===== config.mk =====
export PLATFORM = sky130hd
export DESIGN_NAME = specAddrUnit
export DESIGN_NICKNAME = d
export VERILOG_FILES = /design/src/rtl/salu_pkg.sv /design/src/rtl/saluArray.sv /design/src/rtl/saluDatapath.sv /design/src/rtl/saluControl.sv /design/src/rtl/specAddrUnit.sv
export SDC_FILE = /design/constraint.sdc
export NUM_CORES = 1
export LEC_CHECK = 0
export BUFFER_PORTS_ARGS = -buffer_cell sky130_fd_sc_hd__buf_2
export CAP_MARGIN = 20
export CORE_ASPECT_RATIO = 0.8
export CORE_MARGIN = 2
export CORE_UTILIZATION = 61
export DETAILED_ROUTE_END_ITERATION = 8
export PLACE_DENSITY = 0.82
export SYNTH_ARGS = -nofsm -noshare
export SYNTH_HDL_FRONTEND = slang
export SYNTH_SLANG_ARGS = --single-unit

===== constraint.sdc =====
create_clock -name clk -period 4.8 [get_ports clk]
set_clock_uncertainty 0.1 [all_clocks]
set_input_delay 0.24 -clock clk [delete_from_list [all_inputs] [get_ports clk]]
set_output_delay 0.24 -clock clk [all_outputs]
set_load 0.05 [all_outputs]

===== src/rtl/salu_pkg.sv =====
package salu_pkg;
  typedef struct packed {
    logic accept;    // new request taken this cycle
    logic replay;    // replay cycle using the held true address
    logic writeNow;  // commit a store to the array this cycle
  } ctrlStrobe_t;
endpackage


===== src/rtl/saluArray.sv =====
module saluArray #(
  parameter int DATA_W  = 32,
  parameter int INDEX_W = 4
) (
  input  logic               clk,
  input  logic               rstN,
  input  logic               en,
  input  logic               we,
  input  logic [INDEX_W-1:0] index,
  input  logic [DATA_W-1:0]  wdata,
  output logic [DATA_W-1:0]  rdata
);
  localparam int DEPTH = 1 << INDEX_W;
  logic [DATA_W-1:0] mem [DEPTH];

  always_ff @(posedge clk) begin
    if (!rstN) begin
      for (int i = 0; i < DEPTH; i++) mem[i] <= '0;
      rdata <= '0;
    end else if (en) begin
      if (we) mem[index] <= wdata;
      else    rdata <= mem[index];
    end
  end
endmodule


===== src/rtl/saluDatapath.sv =====
module saluDatapath
  import salu_pkg::*;
#(
  parameter int ADDR_W  = 16,
  parameter int DATA_W  = 32,
  parameter int BYTE_W  = 2,
  parameter int INDEX_W = 4
) (
  input  logic                         clk,
  input  logic                         rstN,
  input  ctrlStrobe_t                  strobe,
  input  logic                         reqValid,
  input  logic                         reqStore,
  input  logic [ADDR_W-1:0]            reqBase,
  input  logic [ADDR_W-1:0]            reqOffset,
  input  logic [DATA_W-1:0]            reqWdata,
  output logic                         guessOk,
  output logic                         pendStore,
  output logic [INDEX_W-1:0]           cacheIndex,
  output logic [ADDR_W-BYTE_W-INDEX_W-1:0] cacheTag,
  output logic [DATA_W-1:0]            cacheWdata,
  output logic [ADDR_W-1:0]            respAddr
);
  localparam int GUESS_W = BYTE_W + INDEX_W;

  logic [GUESS_W-1:0] guessLow;
  logic [ADDR_W-1:0]  trueSum;
  logic [ADDR_W-1:0]  pendSum;
  logic [DATA_W-1:0]  pendWdata;

  // carry-free guess: one OR level before the array index
  assign guessLow = reqBase[GUESS_W-1:0] | reqOffset[GUESS_W-1:0];
  // true sum, off the array path
  assign trueSum  = reqBase + reqOffset;
  // no carry inside the guessed range <=> no overlapping ones
  assign guessOk  = ~|(reqBase[GUESS_W-1:0] & reqOffset[GUESS_W-1:0]);

  always_comb begin
    if (strobe.replay) begin
      cacheIndex = pendSum[GUESS_W-1:BYTE_W];
      cacheTag   = pendSum[ADDR_W-1:GUESS_W];
      cacheWdata = pendWdata;
    end else begin
      cacheIndex = guessLow[GUESS_W-1:BYTE_W];
      cacheTag   = trueSum[ADDR_W-1:GUESS_W];
      cacheWdata = reqWdata;
    end
  end

  always_ff @(posedge clk) begin
    if (!rstN) begin
      pendSum   <= '0;
      pendWdata <= '0;
      pendStore <= 1'b0;
      respAddr  <= '0;
    end else begin
      if (strobe.accept) begin
        pendSum   <= trueSum;
        pendWdata <= reqWdata;
        pendStore <= reqStore;
        respAddr  <= trueSum;
      end else if (strobe.replay) begin
        respAddr  <= pendSum;
      end
    end
  end

  // the AND test and a comparison against the adder output agree
  guess_agree_chk: assert property (@(posedge clk) disable iff (!rstN)
    reqValid |-> (guessOk == (guessLow == trueSum[GUESS_W-1:0])));
endmodule


===== src/rtl/saluControl.sv =====
module saluControl
  import salu_pkg::*;
#(
  parameter int CNT_W = 16
) (
  input  logic             clk,
  input  logic             rstN,
  input  logic             reqValid,
  input  logic             reqStore,
  input  logic             guessOk,
  input  logic             pendStore,
  output ctrlStrobe_t      strobe,
  output logic             replayStall,
  output logic             cacheEn,
  output logic             respValid,
  output logic             respStore,
  output logic [CNT_W-1:0] hitCount,
  output logic [CNT_W-1:0] replayCount
);
  logic replayPend;

  assign replayStall     = replayPend;
  assign strobe.replay   = replayPend;
  assign strobe.accept   = reqValid & ~replayPend;
  assign strobe.writeNow = (strobe.accept & reqStore & guessOk) |
                           (replayPend & pendStore);
  assign cacheEn         = strobe.accept | replayPend;

  always_ff @(posedge clk) begin
    if (!rstN) begin
      replayPend  <= 1'b0;
      respValid   <= 1'b0;
      respStore   <= 1'b0;
      hitCount    <= '0;
      replayCount <= '0;
    end else begin
      replayPend <= strobe.accept & ~guessOk;
      respValid  <= (strobe.accept & guessOk) | replayPend;
      respStore  <= replayPend ? pendStore : reqStore;
      if (strobe.accept & guessOk)  hitCount    <= hitCount + 1'b1;
      if (strobe.accept & ~guessOk) replayCount <= replayCount + 1'b1;
    end
  end


  single_replay_chk: assert property (@(posedge clk) disable iff (!rstN)
    replayStall |=> !replayStall);

  replay_resp_chk: assert property (@(posedge clk) disable iff (!rstN)
    replayStall |=> respValid);

  stall_blocks_chk: assert property (@(posedge clk) disable iff (!rstN)
    replayStall |-> !strobe.accept);

  no_spec_write_chk: assert property (@(posedge clk) disable iff (!rstN)
    (reqValid && !replayStall && !guessOk) |-> !strobe.writeNow);

  hit_count_chk: assert property (@(posedge clk) disable iff (!rstN)
    (strobe.accept && guessOk) |=> (hitCount == $past(hitCount) + 1'b1));
endmodule


===== src/rtl/specAddrUnit.sv =====
module specAddrUnit
  import salu_pkg::*;
#(
  parameter int ADDR_W  = 16,
  parameter int DATA_W  = 32,
  parameter int BYTE_W  = 2,
  parameter int INDEX_W = 4,
  parameter int CNT_W   = 16,
  localparam int TAG_W  = ADDR_W - BYTE_W - INDEX_W
) (
  input  logic               clk,
  input  logic               rstN,
  input  logic               reqValid,
  input  logic               reqStore,
  input  logic [ADDR_W-1:0]  reqBase,
  input  logic [ADDR_W-1:0]  reqOffset,
  input  logic [DATA_W-1:0]  reqWdata,
  output logic               replayStall,
  output logic               cacheEn,
  output logic               cacheWe,
  output logic [INDEX_W-1:0] cacheIndex,
  output logic [TAG_W-1:0]   cacheTag,
  output logic               respValid,
  output logic               respStore,
  output logic [ADDR_W-1:0]  respAddr,
  output logic [DATA_W-1:0]  respData,
  output logic [CNT_W-1:0]   hitCount,
  output logic [CNT_W-1:0]   replayCount
);
  ctrlStrobe_t       strobe;
  logic              guessOk;
  logic              pendStore;
  logic [DATA_W-1:0] cacheWdata;

  assign cacheWe = strobe.writeNow;

  saluControl #(.CNT_W(CNT_W)) uCtrl (
    .clk(clk), .rstN(rstN), .reqValid(reqValid), .reqStore(reqStore),
    .guessOk(guessOk), .pendStore(pendStore), .strobe(strobe),
    .replayStall(replayStall), .cacheEn(cacheEn), .respValid(respValid),
    .respStore(respStore), .hitCount(hitCount), .replayCount(replayCount)
  );

  saluDatapath #(.ADDR_W(ADDR_W), .DATA_W(DATA_W), .BYTE_W(BYTE_W),
                 .INDEX_W(INDEX_W)) uPath (
    .clk(clk), .rstN(rstN), .strobe(strobe), .reqValid(reqValid),
    .reqStore(reqStore), .reqBase(reqBase), .reqOffset(reqOffset),
    .reqWdata(reqWdata), .guessOk(guessOk), .pendStore(pendStore),
    .cacheIndex(cacheIndex), .cacheTag(cacheTag), .cacheWdata(cacheWdata),
    .respAddr(respAddr)
  );

  saluArray #(.DATA_W(DATA_W), .INDEX_W(INDEX_W)) uArray (
    .clk(clk), .rstN(rstN), .en(cacheEn), .we(strobe.writeNow),
    .index(cacheIndex), .wdata(cacheWdata), .rdata(respData)
  );
endmodule


==> Word level (Yosys, flattened, before mapping) <==
Memories as Yosys holds them, arrays and structs flattened. A register that Yosys moved wholly into a read port is not among the register bits.
Index checks and enable logic that the tools add are counted.
{ "op_classes": {"n_bitwise": 13, "reduce_logical": 6, "add_sub_neg": 3, "n_mux": 14} }
{ "op_table": {"columns": ["operator", "n"], "rows": [
  ["2-to-1 mux 32 bit", 2],
  ["adder 16 x 1 -> 16 bit (second input constant)", 2],
  ["2-to-1 mux 16 bit", 2],
  ["OR reduction 32 bit", 1],
  ["adder 16 bit", 1],
  ["2-to-1 mux 10 bit", 1],
  ["2-to-1 mux 4 bit", 2],
  ["2-to-1 mux 1 bit", 7],
  ["bitwise AND 1 bit", 6],
  ["bitwise AND 6 bit", 1],
  ["bitwise OR 6 bit", 1],
  ["OR reduction 6 bit", 1],
  ["bitwise OR 1 bit", 3],
  ["logical NOT 1 bit", 2],
  ["inverter 1 bit", 2],
  ["AND reduction 2 bit", 1],
  ["nonzero test 2 bit", 1]
]} }
{ "totals": {"in_bits": 68, "ff_bits": 100, "ramBits": 512, "output_inout_bits": 99, "n_memories": 1, "elab_cells": 46} }
{ "memory_table": {"columns": ["memory", "words", "width", "read_ports", "rd_ports_with_merged_regs", "write_ports", "line", "rtl"], "rows": [
  ["uArray.mem", 16, 32, 1, 1, 16, "saluArray.sv:14", "logic [DATA_W-1:0] mem [DEPTH];"]
]} }

==> Logic depth before layout (Yosys ltp) <==
{ "depth": {"ltp_word": 11, "mapped_depth": 10, "mapped_depth_nobuf": 10} }

==> Hierarchy <==
A second synthesis with hierarchy kept.
{ "hier_totals": {"cells_unflattened": 2306, "hier_area_um2": 29828.6} }
{ "modules_own_cells": {"columns": ["mod", "seq_area_each_um2", "instances", "area_per_inst_um2", "cells_each"], "rows": [
  ["saluArray", 16015.4, 1, 24343.3, 1672],
  ["saluDatapath", 1301.2, 1, 3888.7, 447],
  ["saluControl", 700.7, 1, 1596.5, 187]
]} }

==> Worst setup path after synthesis <==
OpenSTA, ideal clock, no wires.
{ "synth_path": {"path_type": "input-to-reg", "start": "input port reqBase[4]", "end": "memory uArray.mem[5][0], enable pin", "cell_stages": 9, "n_path_buf": 2, "setup_time_ns": 0.389, "required_ns": 4.311, "t_arrival_ns": 3.064, "slack_ns": 1.247, "path_cell_list": "ha_1 > or4_4 > nor4_4 > a22o_4 > and3_1 > nand2b_1 > buf_4 > buf_6 > nand2_1"} }
{ "synth_rtl": {"columns": ["item", "line", "rtl"], "rows": [
  ["start, declared", "specAddrUnit.sv:15", "input logic [ADDR_W-1:0] reqBase,"],
  ["end, declared", "saluArray.sv:14", null]
]} }

==> flow_summary.json <==
{
  "placement_rows": 69,
  "ir_worst_vdd_uv": 338,
  "timing.slew.headroom_pct": 23.0,
  "switchingPower_mw": 3.27,
  "first_iter_violations": 3478,
  "postRouteAntennaNets": 0,
  "syn_area_cell_sq_um": 11.6,
  "final_nets": 2605,
  "edff_count_synth": 512,
  "maxClockFrequency_ghz": 0.267,
  "htree_num_levels": 2,
  "place_congestion": 0.909,
  "grt_use_total_pct": 32.2,
  "min-delay-path-class": "in2reg",
  "timing.setup.critical_path_class": "reg2reg",
  "synthesis.instances": 2395,
  "post_layout_min_period_ns": 3.75,
  "io_buffers": 166,
  "cts_tree": "built",
  "run_status": "complete, no violations",
  "cts.root.buffer_cell": "clkbuf_16",
  "maximum_number_of_pins_on_one_net_before_global_route_repair": 113,
  "seq_area_frac_synth_pct": 65.1,
  "ys_types": 57,
  "die_h_um": 195,
  "wl_per_cell_um": 24.5,
  "clkSinkCount": 644,
  "floorplan.die_area_sq_mm": 0.0471,
  "dpl.hpwl_um": 46200,
  "drv_cap": 0,
  "ios": 167,
  "fin_total_pwr_mw": 12.4,
  "global_route.overflow_total": 0,
  "die_w_um": 242,
  "layout.cells.non_filler": 3167,
  "synth.yosys.warnings": 0,
  "leakagePower_nw": 11.3,
  "ys_async_sr_fraction_pct": 0,
  "initial_utilization_pct": 62.0,
  "synth_top_flop_cell": "edfxtp_1",
  "clock_latency_ns": 0.61,
  "power.internal_mw": 9.11,
  "unrepaired_setup_endpoints_after_global_routing": "false",
  "synth_fp_nets": 2485,
  "required_time_reported_for_the_critical_path_endpoint_ns": 4.78,
  "n_diodes": 0,
  "mappedNetlistArea_sq_mm": 0.0277,
  "drive_above_1_share_pct": 16.4,
  "fin_crit_sh_pct": 78.2,
  "drtPass1Iterations": 7,
  "p_sw_share_pct": 26.4,
  "power_frac_seq_pct": 51.3,
  "number_of_global_route_vias_before_repair": 20322,
  "placed_instances": 3019,
  "yosys_register_bits": 644,
  "layout-area-overhead-vs-synth_pct": 12.6,
  "report.final.hold_viol_count": 0,
  "powerDensity_mw_per_mm2": 397,
  "finalMaxSlewViolations": 0,
  "clkTransAtPathRegs_ns": 0.06,
  "timing.final.setup_violations": 0,
  "grt_antenna_before_repair": 1,
  "power.share.clock_pct": 36.4,
  "critical_path.max_fanout": 44,
  "cts.path.max_buffers": 3,
  "combinationalPowerShare_pct": 12.3,
  "cts_made_buffers": 57,
  "detail_route.wirelength_um": 77600,
  "worst_ep_arrival_time_ns": 3.73,
  "core_area_sq_mm": 0.0446,
  "endpoint_kind": "flop",
  "worst_pin_slew_ns": 1.13,
  "fin_worst_setup_slack_ns": 1.05,
  "drc_errors": 0,
  "setup_tns_ns": 0,
  "global_route_wire_length_before_repair_um": 117000,
  "viasPerCell": 6.55,
  "crit_path_start_kind": "flop",
  "post-place-ws_ns": 1.15,
  "routed-via-count": 20735
}
-- per-stage QoR --
| stage | cell area (sq um) | utilization [%] | hold WS (ns) |
|---|---|---|---|
| 3_5_place_dp | 28900 | 64.8 | 0.361 |
| 6_report | 31200 | 69.9 | 0.0220 |
| 5_1_grt | 31200 | 69.9 | 0.0463 |
| 3_3_place_gp | 28900 | 64.8 | 0.353 |
| 2_1_floorplan | 27700 | - | 0.285 |
| 4_1_cts | 31100 | 69.6 | 0.0247 |
-- worst max-delay path, stage by stage, from the launching register on --
cell      delay, ns
dfxtp_4        0.90
nor2_1         0.16
a32oi_4        0.74
buf_4          0.46
nand2b_1       0.19
nand2_2        0.65
-- per-layer routing --
metal | track usage (%) | wire length, um | share of wire (%) | up-vias
met5 | 0 | 0 | 0 | -
met4 | 12.1 | 2800 | 3.6 | 0
met3 | 7.59 | 10600 | 14 | 218
met2 | 51.2 | 36200 | 47 | 1589
met1 | 43.7 | 28100 | 36 | 10020
li1 | - | - | - | 8908
-- sequential cells by signal, indices dropped and copies added, names as in the netlist --
register / count
uArray.mem: 512
uArray.rdata: 32
uPath.pendWdata: 32
uCtrl.hitCount: 16
uCtrl.replayCount: 16
uPath.pendSum: 16
uPath.respAddr: 16
uCtrl.replayStall: 1
uCtrl.respStore: 1
uCtrl.respValid: 1
uPath.pendStore: 1
-- cells by family after synthesis --
logic type               count (synthesis)  synth area share, %
flip-flops                             644                 65.1
multiplexers                            41                 1.49
adder cells (fa/ha/maj)                 22                 1.02
buffers and inverters                  237                 4.34
AO/OA/AOI/OAI                          605                 14.2
XOR/XNOR                                35                 1.11
AND/OR/NAND/NOR                        811                 12.8
-- placed cells by master, fill, tap and decap left out, drive strengths merged, types with 43 or more instances in the layout --
cell type  count
a21boi        43
edfxtp       512
dfxtp        132
o21ai         76
clkbuf        85
buf          239
a22oi        258
nand2        130
a21oi        183
nor2         533
-- layout make-up --
type,instances,area (sq um)
sequential,644,18000
clock inverter,23,170
timing repair buffer,273,1820
multi-input combinational,1514,8690
tap,603,754
inverter,25,93.8
fill,2979,13400
clock buffer,85,1640
-- Yosys cell counts, drive strengths merged, types with 20 or more instances --
| library cell | instances | area (sq um) |
|---|---|---|
| nor2 | 533 | 2120 |
| edfxtp | 512 | 15400 |
| ha | 21 | 263 |
| inv | 24 | 90.1 |
| mux2i | 40 | 400 |
| buf | 76 | 597 |
| nor4 | 33 | 221 |
| clkbuf | 136 | 510 |
| a22oi | 258 | 1940 |
| a21boi | 43 | 323 |
| o21ai | 76 | 380 |
| a21oi | 183 | 916 |
| dfxtp | 132 | 2640 |
| nand3 | 20 | 100 |
| nand2 | 130 | 488 |
| and2 | 27 | 169 |
| xnor2 | 23 | 201 |
-- power groups by stage --
| stage | logic (mW) | clock network (mW) | registers (mW) |
|---|---|---|---|
| after detailed placement | 1.45 | 0 | 6.46 |
| after floorplan | 0.791 | 0 | 6.59 |
| after CTS | 1.48 | 4.50 | 6.34 |
| final | 1.53 | 4.50 | 6.35 |
| after global routing | 1.60 | 4.72 | 6.36 |
| after global placement | 1.41 | 0 | 6.45 |
-- path summary, 6_finish.rpt --
check / startpoint / to / slack, ns / cells past startpoint
worst min register to register: uPath.pendWdata[27]$_SDFFE_PN0N_ / uPath.pendWdata[27]$_SDFFE_PN0N_ / 0.37 / 2
worst max register to register: uCtrl.replayStall$_SDFF_PN0_ / uArray.mem[6][26]$_SDFFCE_PN0P_ / 1.05 / 5
worst max-delay path: uCtrl.replayStall$_SDFF_PN0_ / uArray.mem[6][26]$_SDFFCE_PN0P_ / 1.05 / 5
worst min-delay path: reqOffset[0] / uPath.pendSum[0]$_SDFFE_PN0N_ / 0.02 / 4
-- what timing repair did --
item | CTS | global route
setup endpoints to repair | 0 | 0
hold buffers | 34 | 0
resized for setup | 0 | 0
buffers inserted | 0 | 0
hold endpoints to repair | 35 | 0
Note: power is estimated with default switching activity, not from simulation.
